`src/rtl/ucode_pkg.sv`:
```
package ucode_pkg;
  localparam int UPC_W  = 6;
  localparam int CTRL_W = 15;
  localparam int OPC_W  = 4;
  localparam int CC_W   = 4;
  localparam int CSEL_W = $clog2(CC_W);

  typedef enum logic [1:0] {
    SEQ_NEXT   = 2'd0,
    SEQ_BRANCH = 2'd1,
    SEQ_DISP   = 2'd2,
    SEQ_END    = 2'd3
  } seq_e;

  typedef struct packed {
    logic [CTRL_W-1:0] ctrl;
    logic              wmfc;
    seq_e              seq;
    logic [CSEL_W-1:0] csel;
    logic [UPC_W-1:0]  target;
  } uword_t;

  localparam logic [CTRL_W-1:0] S_PC_OUT   = CTRL_W'(1) << 0;
  localparam logic [CTRL_W-1:0] S_PC_IN    = CTRL_W'(1) << 1;
  localparam logic [CTRL_W-1:0] S_MAR_IN   = CTRL_W'(1) << 2;
  localparam logic [CTRL_W-1:0] S_MEM_RD   = CTRL_W'(1) << 3;
  localparam logic [CTRL_W-1:0] S_SEL_FOUR = CTRL_W'(1) << 4;
  localparam logic [CTRL_W-1:0] S_ALU_ADD  = CTRL_W'(1) << 5;
  localparam logic [CTRL_W-1:0] S_Z_IN     = CTRL_W'(1) << 6;
  localparam logic [CTRL_W-1:0] S_Z_OUT    = CTRL_W'(1) << 7;
  localparam logic [CTRL_W-1:0] S_Y_IN     = CTRL_W'(1) << 8;
  localparam logic [CTRL_W-1:0] S_MDR_OUT  = CTRL_W'(1) << 9;
  localparam logic [CTRL_W-1:0] S_IR_IN    = CTRL_W'(1) << 10;
  localparam logic [CTRL_W-1:0] S_RS_OUT   = CTRL_W'(1) << 11;
  localparam logic [CTRL_W-1:0] S_RS_IN    = CTRL_W'(1) << 12;
  localparam logic [CTRL_W-1:0] S_RD_OUT   = CTRL_W'(1) << 13;
  localparam logic [CTRL_W-1:0] S_RD_IN    = CTRL_W'(1) << 14;

  localparam logic [UPC_W-1:0] A_FETCH = UPC_W'(0);
  localparam logic [UPC_W-1:0] A_ADD   = UPC_W'(8);
  localparam logic [UPC_W-1:0] A_LOAD  = UPC_W'(16);
  localparam logic [UPC_W-1:0] A_BRN   = UPC_W'(24);

  function automatic uword_t mk(logic [CTRL_W-1:0] c, logic w, seq_e s,
                                logic [CSEL_W-1:0] cs, logic [UPC_W-1:0] t);
    uword_t u;
    u.ctrl = c; u.wmfc = w; u.seq = s; u.csel = cs; u.target = t;
    return u;
  endfunction
endpackage

```
`src/rtl/ucode_store.sv`:
```
module ucode_store
  import ucode_pkg::*;
#(
  parameter int AW = UPC_W
) (
  input  logic [AW-1:0] addr_i,
  output uword_t        word_o
);
  localparam int DEPTH = 1 << AW;

  always_comb begin
    word_o = mk('0, 1'b0, SEQ_END, '0, '0);  // unused slots return to fetch
    if (int'(addr_i) < DEPTH) begin
      case (addr_i)
        // fetch
        AW'(0):  word_o = mk(S_PC_OUT | S_MAR_IN | S_MEM_RD | S_SEL_FOUR | S_ALU_ADD | S_Z_IN,
                             1'b0, SEQ_NEXT, '0, '0);
        AW'(1):  word_o = mk(S_Z_OUT | S_PC_IN | S_Y_IN, 1'b1, SEQ_NEXT, '0, '0);
        AW'(2):  word_o = mk(S_MDR_OUT | S_IR_IN, 1'b0, SEQ_DISP, '0, '0);
        // add (rs)+, rd
        AW'(8):  word_o = mk(S_RS_OUT | S_MAR_IN | S_MEM_RD | S_SEL_FOUR | S_ALU_ADD | S_Z_IN,
                             1'b0, SEQ_NEXT, '0, '0);
        AW'(9):  word_o = mk(S_Z_OUT | S_RS_IN, 1'b0, SEQ_NEXT, '0, '0);
        AW'(10): word_o = mk(S_RD_OUT | S_Y_IN, 1'b1, SEQ_NEXT, '0, '0);
        AW'(11): word_o = mk(S_MDR_OUT | S_ALU_ADD | S_Z_IN, 1'b0, SEQ_NEXT, '0, '0);
        AW'(12): word_o = mk(S_Z_OUT | S_RD_IN, 1'b0, SEQ_END, '0, '0);
        // load (rs), rd
        AW'(16): word_o = mk(S_RS_OUT | S_MAR_IN | S_MEM_RD, 1'b0, SEQ_NEXT, '0, '0);
        AW'(17): word_o = mk('0, 1'b1, SEQ_NEXT, '0, '0);
        AW'(18): word_o = mk(S_MDR_OUT | S_RD_IN, 1'b0, SEQ_END, '0, '0);
        // branch if negative
        AW'(24): word_o = mk('0, 1'b0, SEQ_BRANCH, '0, AW'(26));
        AW'(25): word_o = mk('0, 1'b0, SEQ_END, '0, '0);
        AW'(26): word_o = mk(S_PC_OUT | S_Y_IN, 1'b0, SEQ_NEXT, '0, '0);
        AW'(27): word_o = mk(S_ALU_ADD | S_Z_IN, 1'b0, SEQ_NEXT, '0, '0);
        AW'(28): word_o = mk(S_Z_OUT | S_PC_IN, 1'b0, SEQ_END, '0, '0);
        default: ;
      endcase
    end
  end
endmodule

```
`src/rtl/ucode_dispatch.sv`:
```
module ucode_dispatch
  import ucode_pkg::*;
#(
  parameter int OW = OPC_W,
  parameter int AW = UPC_W
) (
  input  logic [OW-1:0] opcode_i,
  output logic [AW-1:0] start_o,
  output logic          valid_o
);
  always_comb begin
    valid_o = 1'b1;
    start_o = A_FETCH;
    case (opcode_i)
      OW'(1):  start_o = A_ADD;
      OW'(2):  start_o = A_LOAD;
      OW'(3):  start_o = A_BRN;
      default: valid_o = 1'b0;
    endcase
  end
endmodule

```
`src/rtl/ucode_next.sv`:
```
module ucode_next
  import ucode_pkg::*;
#(
  parameter int AW = UPC_W,
  parameter int CW = CC_W
) (
  input  logic          clk_i,
  input  logic          rst_ni,
  input  uword_t        word_i,
  input  logic [AW-1:0] start_i,
  input  logic          start_ok_i,
  input  logic [CW-1:0] cond_i,
  input  logic          mfc_i,
  output logic [AW-1:0] upc_o,
  output logic          illegal_o
);
  logic          stall;
  logic          cond_hit;
  logic [AW-1:0] upc_inc, upc_nxt;

  assign stall    = word_i.wmfc & ~mfc_i;
  assign cond_hit = cond_i[word_i.csel];
  assign upc_inc  = upc_o + AW'(1);

  always_comb begin
    unique case (word_i.seq)
      SEQ_NEXT:   upc_nxt = upc_inc;
      SEQ_BRANCH: upc_nxt = cond_hit ? word_i.target : upc_inc;
      SEQ_DISP:   upc_nxt = start_ok_i ? start_i : A_FETCH;
      default:    upc_nxt = A_FETCH;
    endcase
  end

  always_ff @(posedge clk_i or negedge rst_ni) begin
    if (!rst_ni) begin
      upc_o     <= A_FETCH;
      illegal_o <= 1'b0;
    end else begin
      if (!stall) upc_o <= upc_nxt;
      if (!stall && word_i.seq == SEQ_DISP && !start_ok_i) illegal_o <= 1'b1;
    end
  end

  a_r3_hold_on_wait: assert property (@(posedge clk_i) disable iff (!rst_ni)
    (word_i.wmfc && !mfc_i) |=> $stable(upc_o));
  a_r2_step_next: assert property (@(posedge clk_i) disable iff (!rst_ni)
    (word_i.seq == SEQ_NEXT && !stall) |=> upc_o == $past(upc_o) + AW'(1));
  a_r6_branch_taken: assert property (@(posedge clk_i) disable iff (!rst_ni)
    (word_i.seq == SEQ_BRANCH && cond_hit && !stall) |=> upc_o == $past(word_i.target));
  a_r7_end_to_fetch: assert property (@(posedge clk_i) disable iff (!rst_ni)
    (word_i.seq == SEQ_END && !stall) |=> upc_o == A_FETCH);
  a_r8_illegal_sticky: assert property (@(posedge clk_i) disable iff (!rst_ni)
    illegal_o |=> illegal_o);
  a_r8_illegal_to_fetch: assert property (@(posedge clk_i) disable iff (!rst_ni)
    (word_i.seq == SEQ_DISP && !start_ok_i) |=> (upc_o == A_FETCH && illegal_o));
endmodule

```
`src/rtl/ucode_seq.sv`:
```
module ucode_seq
  import ucode_pkg::*;
#(
  parameter int AW = UPC_W,
  parameter int OW = OPC_W,
  parameter int CW = CC_W,
  parameter int NW = CTRL_W
) (
  input  logic          clk_i,
  input  logic          rst_ni,
  input  logic [OW-1:0] opcode_i,
  input  logic [CW-1:0] cond_i,
  input  logic          mfc_i,
  output logic [NW-1:0] ctrl_o,
  output logic [AW-1:0] upc_o,
  output logic          illegal_o
);
  uword_t        word;
  logic [AW-1:0] start;
  logic          start_ok;

  ucode_store #(.AW(AW)) i_store (
    .addr_i (upc_o),
    .word_o (word)
  );

  ucode_dispatch #(.OW(OW), .AW(AW)) i_dispatch (
    .opcode_i (opcode_i),
    .start_o  (start),
    .valid_o  (start_ok)
  );

  ucode_next #(.AW(AW), .CW(CW)) i_next (
    .clk_i      (clk_i),
    .rst_ni     (rst_ni),
    .word_i     (word),
    .start_i    (start),
    .start_ok_i (start_ok),
    .cond_i     (cond_i),
    .mfc_i      (mfc_i),
    .upc_o      (upc_o),
    .illegal_o  (illegal_o)
  );

  assign ctrl_o = word.ctrl;

  a_r1_reset_state: assert property (@(posedge clk_i)
    !rst_ni |-> (upc_o == '0 && !illegal_o));
endmodule

```
`config.mk`:
```
export PLATFORM = sky130hd
export DESIGN_NAME = ucode_seq
export DESIGN_NICKNAME = d
export VERILOG_FILES = /design/src/rtl/ucode_pkg.sv /design/src/rtl/ucode_store.sv /design/src/rtl/ucode_dispatch.sv /design/src/rtl/ucode_next.sv /design/src/rtl/ucode_seq.sv
export SDC_FILE = /design/constraint.sdc
export NUM_CORES = 1
export LEC_CHECK = 0
export ABC_AREA = 1
export BUFFER_PORTS_ARGS = -buffer_cell sky130_fd_sc_hd__buf_2
export CAP_MARGIN = 15
export CORE_MARGIN = 2
export CORE_UTILIZATION = 46
export CTS_CLUSTER_DIAMETER = 40
export CTS_CLUSTER_SIZE = 10
export DETAILED_ROUTE_END_ITERATION = 12
export PLACE_DENSITY = 0.76
export SYNTH_ARGS = -nofsm -noshare
export SYNTH_HDL_FRONTEND = slang
export SYNTH_SLANG_ARGS = --single-unit
```
`constraint.sdc`:
```
create_clock -name clk_i -period 1.9 [get_ports clk_i]
set_clock_uncertainty 0.1 [all_clocks]
set_input_delay 0.095 -clock clk_i [delete_from_list [all_inputs] [get_ports clk_i]]
set_output_delay 0.095 -clock clk_i [all_outputs]
set_load 0.02 [all_outputs]
```
==> results.yml, run 1 <==
outcome:
  outcome: "finished, final reports clean"
route:
  drcViolationCount: 0
  routed-via-count: 891
  detail_route.first_pass.iterations: 4
  drtIter0Drc: 18
  ant_nets: 0
  routed_wirelength_um: 2020
  wire_per_inst_um: 12.2
  drt-vias-per-instance: 5.37
synthesis:
  ys_types: 28
  synthesis.area_per_instance_um2: 6.90
  post_synth_instance_area_um2: 787
  ys_ff_latch: 7
  postSynthNetCount: 129
  syn_inst: 114
  synth-warning-count: 0
  seq_area_frac_synth_pct: 22.3
die:
  initial_utilization_pct: 50.5
  core_area_mm2: 0.00156
  chipWidth_um: 45.4
  io_pins: 33
  fp-row-count: 14
  die_y_um: 45.4
  dieArea_mm2: 0.00206
timing:
  final-hold-violation-count: 0
  post-route-period-util_pct: 95.9
  totalNegativeSetupSlack_ps: 0
  finalWorstSetupSlack_ps: 78.1
  achievable-frequency_mhz: 549
  final.min_clock_period_ps: 1820
  final-max-slew-violation-count: 0
  report.final.setup_viol: 0
global_route:
  initial_antenna_violation_count: 0
  first_global_vias: 780
  groute.usage.overall_pct: 22.4
  grt_first_pass_wirelength_um: 3390
  pin_count_of_the_biggest_net_entering_global_routing: 9
  global_route.overflow_total: 0
worst_hold_path:
  hold_path.class: "in -> reg"
  hold_start: "mfc_i"
  hold_depth: 4
  min_to: "i_next.upc_o[2]$_DFFE_PN0N_"
cts:
  cts_root_buf: "sky130_fd_sc_hd__clkbuf_4"
  numCtsBuffers: 3
  cts_max_path_buffers: 2
  tritoncts_clock_tree: "built"
  clkTransAtPathRegs_ps: 50
  htree_num_levels: 1
  numClockSinks: 7
  clk_latency_ps: 240
place:
  dp_hpwl_um: 1580
  buffer_ports.inserted: 29
  finalWeightedCongestion: 0.897
  worst_slack_after_detailed_placement_ps: 67.7
setup_path:
  crit_required_ps: 1700
  regToRegStartpoint: "i_next.upc_o[0]$_DFFE_PN0N_"
  worst_r2r_path_depth: 10
  worstSetupStartpointType: "register"
  critical_path.reg2reg.endpoint: "i_next.upc_o[1]$_DFFE_PN0N_"
  worstPathMaxFanout: 7
  crit_path_end_kind: "output pin"
  worstSetupPathType: "reg -> out"
  regToRegSetupSlack_ps: 130
  worstPathArrival_ps: 1630
final_layout:
  filler_cell_count: 132
  multiInputGateArea_um2: 597
  ratio_of_cells_with_drive_above_1_in_the_final_layout_pct: 48.0
  sequential_cell_area_um2: 179
  most-common-layout-cells: "sky130_fd_sc_hd__buf_2 (28), sky130_fd_sc_hd__nand2_1 (22), sky130_fd_sc_hd__inv_1 (10), sky130_fd_sc_hd__nand3_1 (10), sky130_fd_sc_hd__nor2_2 (7)"
  area_growth_pct: 36.1
  most_common_cell_after_layout_fill_and_taps_aside: "sky130_fd_sc_hd__buf_2"
  nNetsFinal: 166
  insertedDiodeCount: 0
power_and_ir_drop:
  total_power_w: 0.00108
  cellLeakagePower_nw: 0.586
  power.density_mw_per_mm2: 1010
  irDropWorstVdd_uv: 656
flow_run:
  maxCapViolCount: 0
what timing repair did:
action	4_1_cts	5_1_grt
setup endpoints to repair	7	13
hold endpoints to repair	7	0
hold buffers	1	0
pin swaps	0	1
setup buffers	2	1
resized for setup	4	10
registers in the layout (all words and copies together) (netlist names):
name,flops
i_next.upc_o,6
i_next.illegal_o,1
metal layers:
metal	global-route usage [%]	vias up	share of wire (%)
met5	0	-	0
met4	7.06	0	0.59
met3	2.40	2	3.6
met2	40.6	27	53
met1	27.5	410	43
li1	-	452	-
synth_stat cells:
cell,number,area (µm²)
sky130_fd_sc_hd__o22ai_1,1,6.26
sky130_fd_sc_hd__buf_4,2,15.0
sky130_fd_sc_hd__xor2_1,2,17.5
sky130_fd_sc_hd__ha_1,4,50.1
sky130_fd_sc_hd__inv_1,10,37.5
sky130_fd_sc_hd__nor2_2,7,43.8
sky130_fd_sc_hd__nor2_1,7,26.3
sky130_fd_sc_hd__o211ai_1,4,30.0
sky130_fd_sc_hd__or3_1,1,6.26
sky130_fd_sc_hd__o21ai_2,1,8.76
sky130_fd_sc_hd__conb_1,1,3.75
sky130_fd_sc_hd__dfrtp_1,7,175
sky130_fd_sc_hd__a21oi_1,3,15.0
sky130_fd_sc_hd__o21a_4,1,15.0
sky130_fd_sc_hd__nand2_4,3,33.8
sky130_fd_sc_hd__nand2_2,5,31.3
sky130_fd_sc_hd__nand3_2,2,20.0
sky130_fd_sc_hd__o21ai_1,1,5.00
sky130_fd_sc_hd__or2_2,1,6.26
sky130_fd_sc_hd__a31o_1,1,8.76
sky130_fd_sc_hd__o21ai_0,4,20.0
sky130_fd_sc_hd__nor2_4,1,11.3
sky130_fd_sc_hd__inv_2,4,15.0
sky130_fd_sc_hd__a31oi_1,2,12.5
sky130_fd_sc_hd__nand4_1,4,25.0
sky130_fd_sc_hd__nand3_1,12,60.1
sky130_fd_sc_hd__nand2_1,22,82.6
sky130_fd_sc_hd__clkinv_2,1,5.00
cell families (layout without fill, tap and decap cells):
family / after synthesis / after routing / synth area share [%]
AOI/OAI and AO/OA: 18 / 18 / 15.4
xor gates and xnor gates: 2 / 2 / 2.23
adders and majority gates: 4 / 4 / 6.36
buffers and inverters: 17 / 53 / 9.22
DFF: 7 / 7 / 22.3
other: 1 / 1 / 0.476
and+or+nand+nor: 65 / 65 / 44.0
power breakdown:
| part | internal, W | leakage (nW) | switching, W |
|---|---|---|---|
| logic | 0.000278 | 0.486 | 0.000443 |
| registers | 0.000183 | 0.0850 | 0.0000447 |
| clock network | 0.0000798 | 0.0150 | 0.0000499 |
| total | 0.000541 | 0.586 | 0.000537 |
metrics by stage:
| stage | std cells | util [%] | hold slack (ps) | cell area, µm² |
|---|---|---|---|---|
| floorplan | 114 | - | -301 | 795 |
| global placement | 158 | 61.1 | -169 | 952 |
| detailed placement | 158 | 61.1 | -166 | 952 |
| CTS | 165 | 65.2 | 95.0 | 1020 |
| global route | 166 | 68.7 | 141 | 1070 |
| finish | 166 | 68.7 | 99.2 | 1070 |
how the worst max path moves through the flow:
stage,startpoint,to,slack (ps),cells past startpoint
CTS,i_next.upc_o[1]$_DFFE_PN0N_,ctrl_o[5],30,6
detailed placement,i_next.upc_o[0]$_DFFE_PN0N_,i_next.upc_o[3]$_DFFE_PN0N_,70,11
floorplan,i_next.upc_o[0]$_DFFE_PN0N_,ctrl_o[6],7,6
finish,i_next.upc_o[1]$_DFFE_PN0N_,ctrl_o[5],80,6
global placement,i_next.upc_o[0]$_DFFE_PN0N_,i_next.upc_o[1]$_DFFE_PN0N_,90,11
global route,i_next.upc_o[1]$_DFFE_PN0N_,ctrl_o[6],-3,6
critical path: stages, from the launching register on:
cell and delay [ps]:
sky130_fd_sc_hd__dfrtp_2 400, sky130_fd_sc_hd__inv_1 100, sky130_fd_sc_hd__ha_4 200, sky130_fd_sc_hd__nand3_1 110
sky130_fd_sc_hd__nand2_1 90, sky130_fd_sc_hd__or3_4 330, sky130_fd_sc_hd__buf_2 160
layout make-up:
class	instances	area share, %
Tap cell	16	1.87
Inverter	15	5.37
Sequential cell	7	16.7
Multi-Input combinational cell	90	55.7
Timing Repair Buffer	34	17.9
Clock buffer	4	2.45
(Power assumes the default switching activity.)
==> inputs of run 2 (changes only) <==
Settings changed: CTS_BUF_LIST set to sky130_fd_sc_hd__clkbuf_4 sky130_fd_sc_hd__clkbuf_8, HOLD_SLACK_MARGIN set to 0.1.
==> results.yml, run 2 (synthesized netlist as in run 1, its figures left out) <==
route:
  detail_route.first_pass.iterations: 6
  routed-via-count: 896
  drtIter0Drc: 18
  ant_nets: 0
  drt-vias-per-instance: 5.33
  routed_wirelength_um: 2050
  drcViolationCount: 0
  wire_per_inst_um: 12.2
place:
  finalWeightedCongestion: 0.897
  detailed_place.area_um2: 952
  dp_hpwl_um: 1580
  worst_slack_after_detailed_placement_ps: 67.7
  buffer_ports.inserted: 29
setup_path:
  critPathBufInv: 1
  crit_required_ps: 1700
  worstPathMaxFanout: 5
  crit_start: "i_next.upc_o[0]$_DFFE_PN0N_"
  critical_path.endpoint: "ctrl_o[5]"
  worstSetupPathType: "reg -> out"
  worstPathArrival_ps: 1650
  worst_path_max_delay_cell: "sky130_fd_sc_hd__dfrtp_2"
  regToRegSetupSlack_ps: 140
  critPathTopFamily: "simple AND/OR/NAND/NOR gates"
  worstSetupPathDepth: 5
  critical_path.reg2reg.endpoint: "i_next.upc_o[4]$_DFFE_PN0N_"
  crit_path_end_kind: "output pin"
  worstSetupStartpointType: "register"
  crit_chain: "ha_2, nand3_1, nor2_1, or3_4, buf_2"
  slowest_delay_ps: 430
  worst_r2r_path_depth: 10
  regToRegStartpoint: "i_next.upc_o[0]$_DFFE_PN0N_"
global_route:
  groute.usage.overall_pct: 22.4
  grt_first_pass_wirelength_um: 3390
  use_met3_pct: 2.40
  first_global_vias: 800
  grt_use_met1_pct: 27.3
  initial_antenna_violation_count: 0
  pin_count_of_the_biggest_net_entering_global_routing: 9
  grt.met2_usage_pct: 40.3
  global_route.overflow_total: 0
  grt.busiest_layer: "met2"
final_layout:
  insertedDiodeCount: 0
  final_core_util_pct: 69.9
  regMostFlops: "i_next.upc_o"
  most_common_cell_after_layout_fill_and_taps_aside: "sky130_fd_sc_hd__buf_2"
  ratio_of_cells_with_drive_above_1_in_the_final_layout_pct: 47.4
  most-common-layout-cells: "sky130_fd_sc_hd__buf_2 (28), sky130_fd_sc_hd__nand2_1 (22), sky130_fd_sc_hd__nand3_1 (11)"
  nNetsFinal: 168
  area_growth_pct: 38.5
  largest_reg_flops: 6
  top_regs: "i_next.upc_o (6), i_next.illegal_o (1)"
  finish.instance_area_mm2: 0.00109
worst_hold_path:
  hold_path.class: "in -> async"
timing:
  post-route-period-util_pct: 96.9
  final.min_clock_period_ps: 1840
  totalNegativeSetupSlack_ps: 0
  achievable-frequency_mhz: 543
  final-hold-violation-count: 0
  grt_setup_unrepaired: "true"
  fin_worst_hold_slack_ps: 117
  finalWorstSetupSlack_ps: 59.8
  final-max-slew-violation-count: 0
  report.final.setup_viol: 0
cts:
  cts_root_buf: "sky130_fd_sc_hd__clkbuf_4"
  cts_max_path_buffers: 2
  clkTransAtPathRegs_ps: 50
  htree_num_levels: 1
  numClockSinks: 7
  tritoncts_clock_tree: "built"
  clk_latency_ps: 240
  numCtsBuffers: 3
die:
  die_y_um: 45.4
  io_pins: 33
  fp-row-count: 14
  core_area_mm2: 0.00156
  chipWidth_um: 45.4
  initial_utilization_pct: 50.5
  dieArea_mm2: 0.00206
power_and_ir_drop:
  irDropWorstVdd_uv: 758
  power.density_mw_per_mm2: 1000
  cellLeakagePower_nw: 0.598
outcome:
  outcome: "finished, final reports clean"
flow_run:
  maxCapViolCount: 0
## run 2: through the flow
| step | total power, W | cells |
|---|---|---|
| 6_report | 0.00109 | 168 |
| 3_3_place_gp | 0.000845 | 158 |
| 2_1_floorplan | 0.000694 | 114 |
| 4_1_cts | 0.00104 | 167 |
| 5_1_grt | 0.00117 | 168 |
| 3_5_place_dp | 0.000858 | 158 |
## run 2: area by class of cell
class                      instances  area, µm²
sequential                         7        179
tap                               16       20.0
inverter                          15       57.6
fill                             132        469
clock buffer                       4       30.0
multi-input combinational         90        592
timing repair buffer              36        211
## run 2: what timing repair did
| item | CTS | global route |
|---|---|---|
| resized for setup | 3 | 10 |
| buffers inserted | 2 | 1 |
| hold endpoints to repair | 9 | 0 |
| pin swaps | 0 | 1 |
| hold buffers | 3 | 0 |
| setup endpoints to repair | 7 | 13 |
## run 2: worst min path at each step
stage | from | end | depth (start not counted)
2_1_floorplan | rst_ni | i_next.illegal_o$_DFFE_PN0P_ | 0
5_1_grt | rst_ni | i_next.upc_o[4]$_DFFE_PN0N_ | 2
4_1_cts | rst_ni | i_next.illegal_o$_DFFE_PN0P_ | 2
6_report | rst_ni | i_next.illegal_o$_DFFE_PN0P_ | 2
3_5_place_dp | rst_ni | i_next.illegal_o$_DFFE_PN0P_ | 1
3_3_place_gp | rst_ni | i_next.illegal_o$_DFFE_PN0P_ | 1
## run 2: report_power, final
| part | switching (W) | total [W] | internal (W) |
|---|---|---|---|
| combinational | 0.000442 | 0.000722 | 0.000280 |
| sequential | 0.0000448 | 0.000228 | 0.000184 |
| clock | 0.0000498 | 0.000144 | 0.0000941 |
## run 2: per-layer routing
metal,wire length [µm],vias up
met1,893,417
met5,0,-
met3,59,0
li1,-,456
met4,0,0
met2,1100,23
==> inputs of run 3 (changes only) <==
Settings changed: ABC_AREA 1 to not set, PLACE_DENSITY 0.76 to 0.77, SKIP_CTS_REPAIR_TIMING set to 1.
==> results.yml, run 3 <==
cts:
  tritoncts_clock_tree: "built"
  clk_latency_ps: 250
  htree_num_levels: 1
  cts_root_buf: "sky130_fd_sc_hd__clkbuf_4"
  numClockSinks: 7
  cts_max_path_buffers: 2
  numCtsBuffers: 3
  clkTransAtPathRegs_ps: 40
setup_path:
  slowest_delay_ps: 440
  worstSetupStartpointType: "register"
  worstPathArrival_ps: 1660
  regToRegStartpoint: "i_next.upc_o[0]$_DFFE_PN0N_"
  worstSetupPathType: "reg -> out"
  worst_r2r_path_depth: 6
  worstPathMaxFanout: 5
  crit_start: "i_next.upc_o[0]$_DFFE_PN0N_"
  critical_path.reg2reg.endpoint: "i_next.upc_o[1]$_DFFE_PN0N_"
  worst_path_max_delay_cell: "sky130_fd_sc_hd__dfrtp_2"
  crit_path_end_kind: "output pin"
  crit_required_ps: 1700
  crit_chain: "inv_4, ha_4, buf_6, nand2b_4, nor4_4, buf_4"
  regToRegSetupSlack_ps: 70
power_and_ir_drop:
  irDropWorstVdd_uv: 980
  total_power_w: 0.00133
  power.density_mw_per_mm2: 1190
  cellLeakagePower_nw: 0.495
timing:
  timing.slew.headroom_pct: 62.5
  final-max-slew-violation-count: 0
  post-route-period-util_pct: 97.7
  final.min_clock_period_ps: 1860
  fin_worst_hold_slack_ps: 83.2
  achievable-frequency_mhz: 539
  worstMarginPinSlew_ps: 562
  final-hold-violation-count: 0
  grt_setup_unrepaired: "true"
  report.final.setup_viol: 0
final_layout:
  regMostFlops: "i_next.upc_o"
  area_growth_pct: 45.0
  finish.instance_area_mm2: 0.00112
  top_regs: "i_next.upc_o (6), i_next.illegal_o (1)"
  most_common_cell_after_layout_fill_and_taps_aside: "sky130_fd_sc_hd__buf_2"
  insertedDiodeCount: 0
  largest_reg_flops: 6
  final_core_util_pct: 72.7
  most-common-layout-cells: "sky130_fd_sc_hd__buf_2 (26), sky130_fd_sc_hd__buf_4 (13), sky130_fd_sc_hd__nor2_1 (8)"
  ratio_of_cells_with_drive_above_1_in_the_final_layout_pct: 52.4
  nNetsFinal: 142
  instances_no_fill: 142
die:
  core_area_mm2: 0.00154
  io_pins: 33
  die_y_um: 45
  dieArea_mm2: 0.00203
  chipWidth_um: 45
  initial_utilization_pct: 50.2
  fp-row-count: 14
synthesis:
  post_synth_instance_area_um2: 773
  postSynthNetCount: 100
  dominant_register_cell_in_the_synthesized_netlist: "sky130_fd_sc_hd__dfrtp_1"
  number_of_enable_flip_flop_cells_after_synthesis: 0
  netlist.top_cell.by_area: "sky130_fd_sc_hd__dfrtp_1"
  yosys.cell_count.top_type: "sky130_fd_sc_hd__nor2_1"
  netlist.area_leader.share_pct: 22.7
  syn_inst: 85
  async_reset_ff_share_pct: 100
  synthesis.area_per_instance_um2: 9.10
  synth_commonest_cells: "sky130_fd_sc_hd__nor2_1 (8), sky130_fd_sc_hd__dfrtp_1 (7), sky130_fd_sc_hd__ha_1 (4), sky130_fd_sc_hd__nand2_1 (4), sky130_fd_sc_hd__nand2b_1 (4)"
  ys_ff_latch: 7
  synth-warning-count: 0
  ys_types: 46
  seq_area_frac_synth_pct: 22.7
  synthTopCellsByArea: "sky130_fd_sc_hd__dfrtp_1 (23%), sky130_fd_sc_hd__ha_1 (6.5%), sky130_fd_sc_hd__nor2_1 (3.9%)"
route:
  routed-via-count: 803
  detail_route.first_pass.iterations: 4
  drtIter0Drc: 13
  routed_wirelength_um: 2000
  drcViolationCount: 0
  drt-vias-per-instance: 5.65
  wire_per_inst_um: 14.1
  ant_nets: 0
outcome:
  outcome: "finished, final reports clean"
worst_hold_path:
  hold_start: "mfc_i"
  hold_path.class: "in -> reg"
  hold_depth: 4
  min_to: "i_next.upc_o[0]$_DFFE_PN0N_"
global_route:
  initial_antenna_violation_count: 0
  first_global_vias: 696
  grt_first_pass_wirelength_um: 3020
  groute.usage.overall_pct: 20.5
  global_route.overflow_total: 0
  pin_count_of_the_biggest_net_entering_global_routing: 16
place:
  finalWeightedCongestion: 0.800
  detailed_place.area_um2: 956
  buffer_ports.inserted: 29
  placed_cells: 131
  dp_hpwl_um: 1420
flow_run:
  maxCapViolCount: 0
[run 3: per-stage QoR]
stage | TNS, ps | setup WS [ps]
2_1_floorplan | 0 | 14.7
3_3_place_gp | 0 | 39.2
3_5_place_dp | 0 | 0.789
4_1_cts | -200 | -71.2
5_1_grt | -28.4 | -28.4
6_report | 0 | 44.3
[run 3: metal layers]
| metal | wire, µm | vias to the layer above | global-route usage [%] |
|---|---|---|---|
| li1 | - | 395 | - |
| met5 | 0 | - | 0 |
| met3 | 83 | 3 | 2.40 |
| met1 | 838 | 378 | 25.6 |
| met4 | 31 | 0 | 10.6 |
| met2 | 1050 | 27 | 34.6 |
[run 3: final cells by class]
class                      instances  area, µm²
inverter                           3       13.8
timing repair buffer              44        279
tap                               16       20.0
multi-input combinational         68        602
fill                             120        420
sequential                         7        176
clock buffer                       4       30.0
[run 3: worst max-delay path: cells and delay by family (launching register included)]
| family | cells | cell delay [ps] |
|---|---|---|
| adder cells (fa/ha/maj) | 1 | 170 |
| flip-flops | 1 | 440 |
| AND/OR/NAND/NOR | 2 | 380 |
| buffers and inverters | 3 | 420 |
[run 3: report_power, final]
| group | switching (W) | internal [W] |
|---|---|---|
| Clock | 0.0000536 | 0.0000943 |
| Sequential | 0.0000514 | 0.000183 |
| Combinational | 0.000526 | 0.000425 |
[run 3: cells by family after synthesis]
| family | after synthesis | share of synthesized area (%) |
|---|---|---|
| flip-flops | 7 | 22.7 |
| other | 1 | 0.485 |
| XOR/XNOR | 1 | 1.13 |
| multiplexers | 1 | 1.29 |
| adder cells (fa/ha/maj) | 4 | 6.47 |
| AO/OA/AOI/OAI | 26 | 31.7 |
| AND/OR/NAND/NOR | 35 | 28.0 |
| buffers and inverters | 10 | 8.25 |
[run 3: worst max-delay path by stage]
| stage | to |
|---|---|
| detailed placement | i_next.upc_o[1]$_DFFE_PN0N_ |
| finish | ctrl_o[10] |
| CTS | ctrl_o[8] |
| global route | ctrl_o[10] |
| floorplan | i_next.upc_o[1]$_DFFE_PN0N_ |
| global placement | i_next.upc_o[0]$_DFFE_PN0N_ |
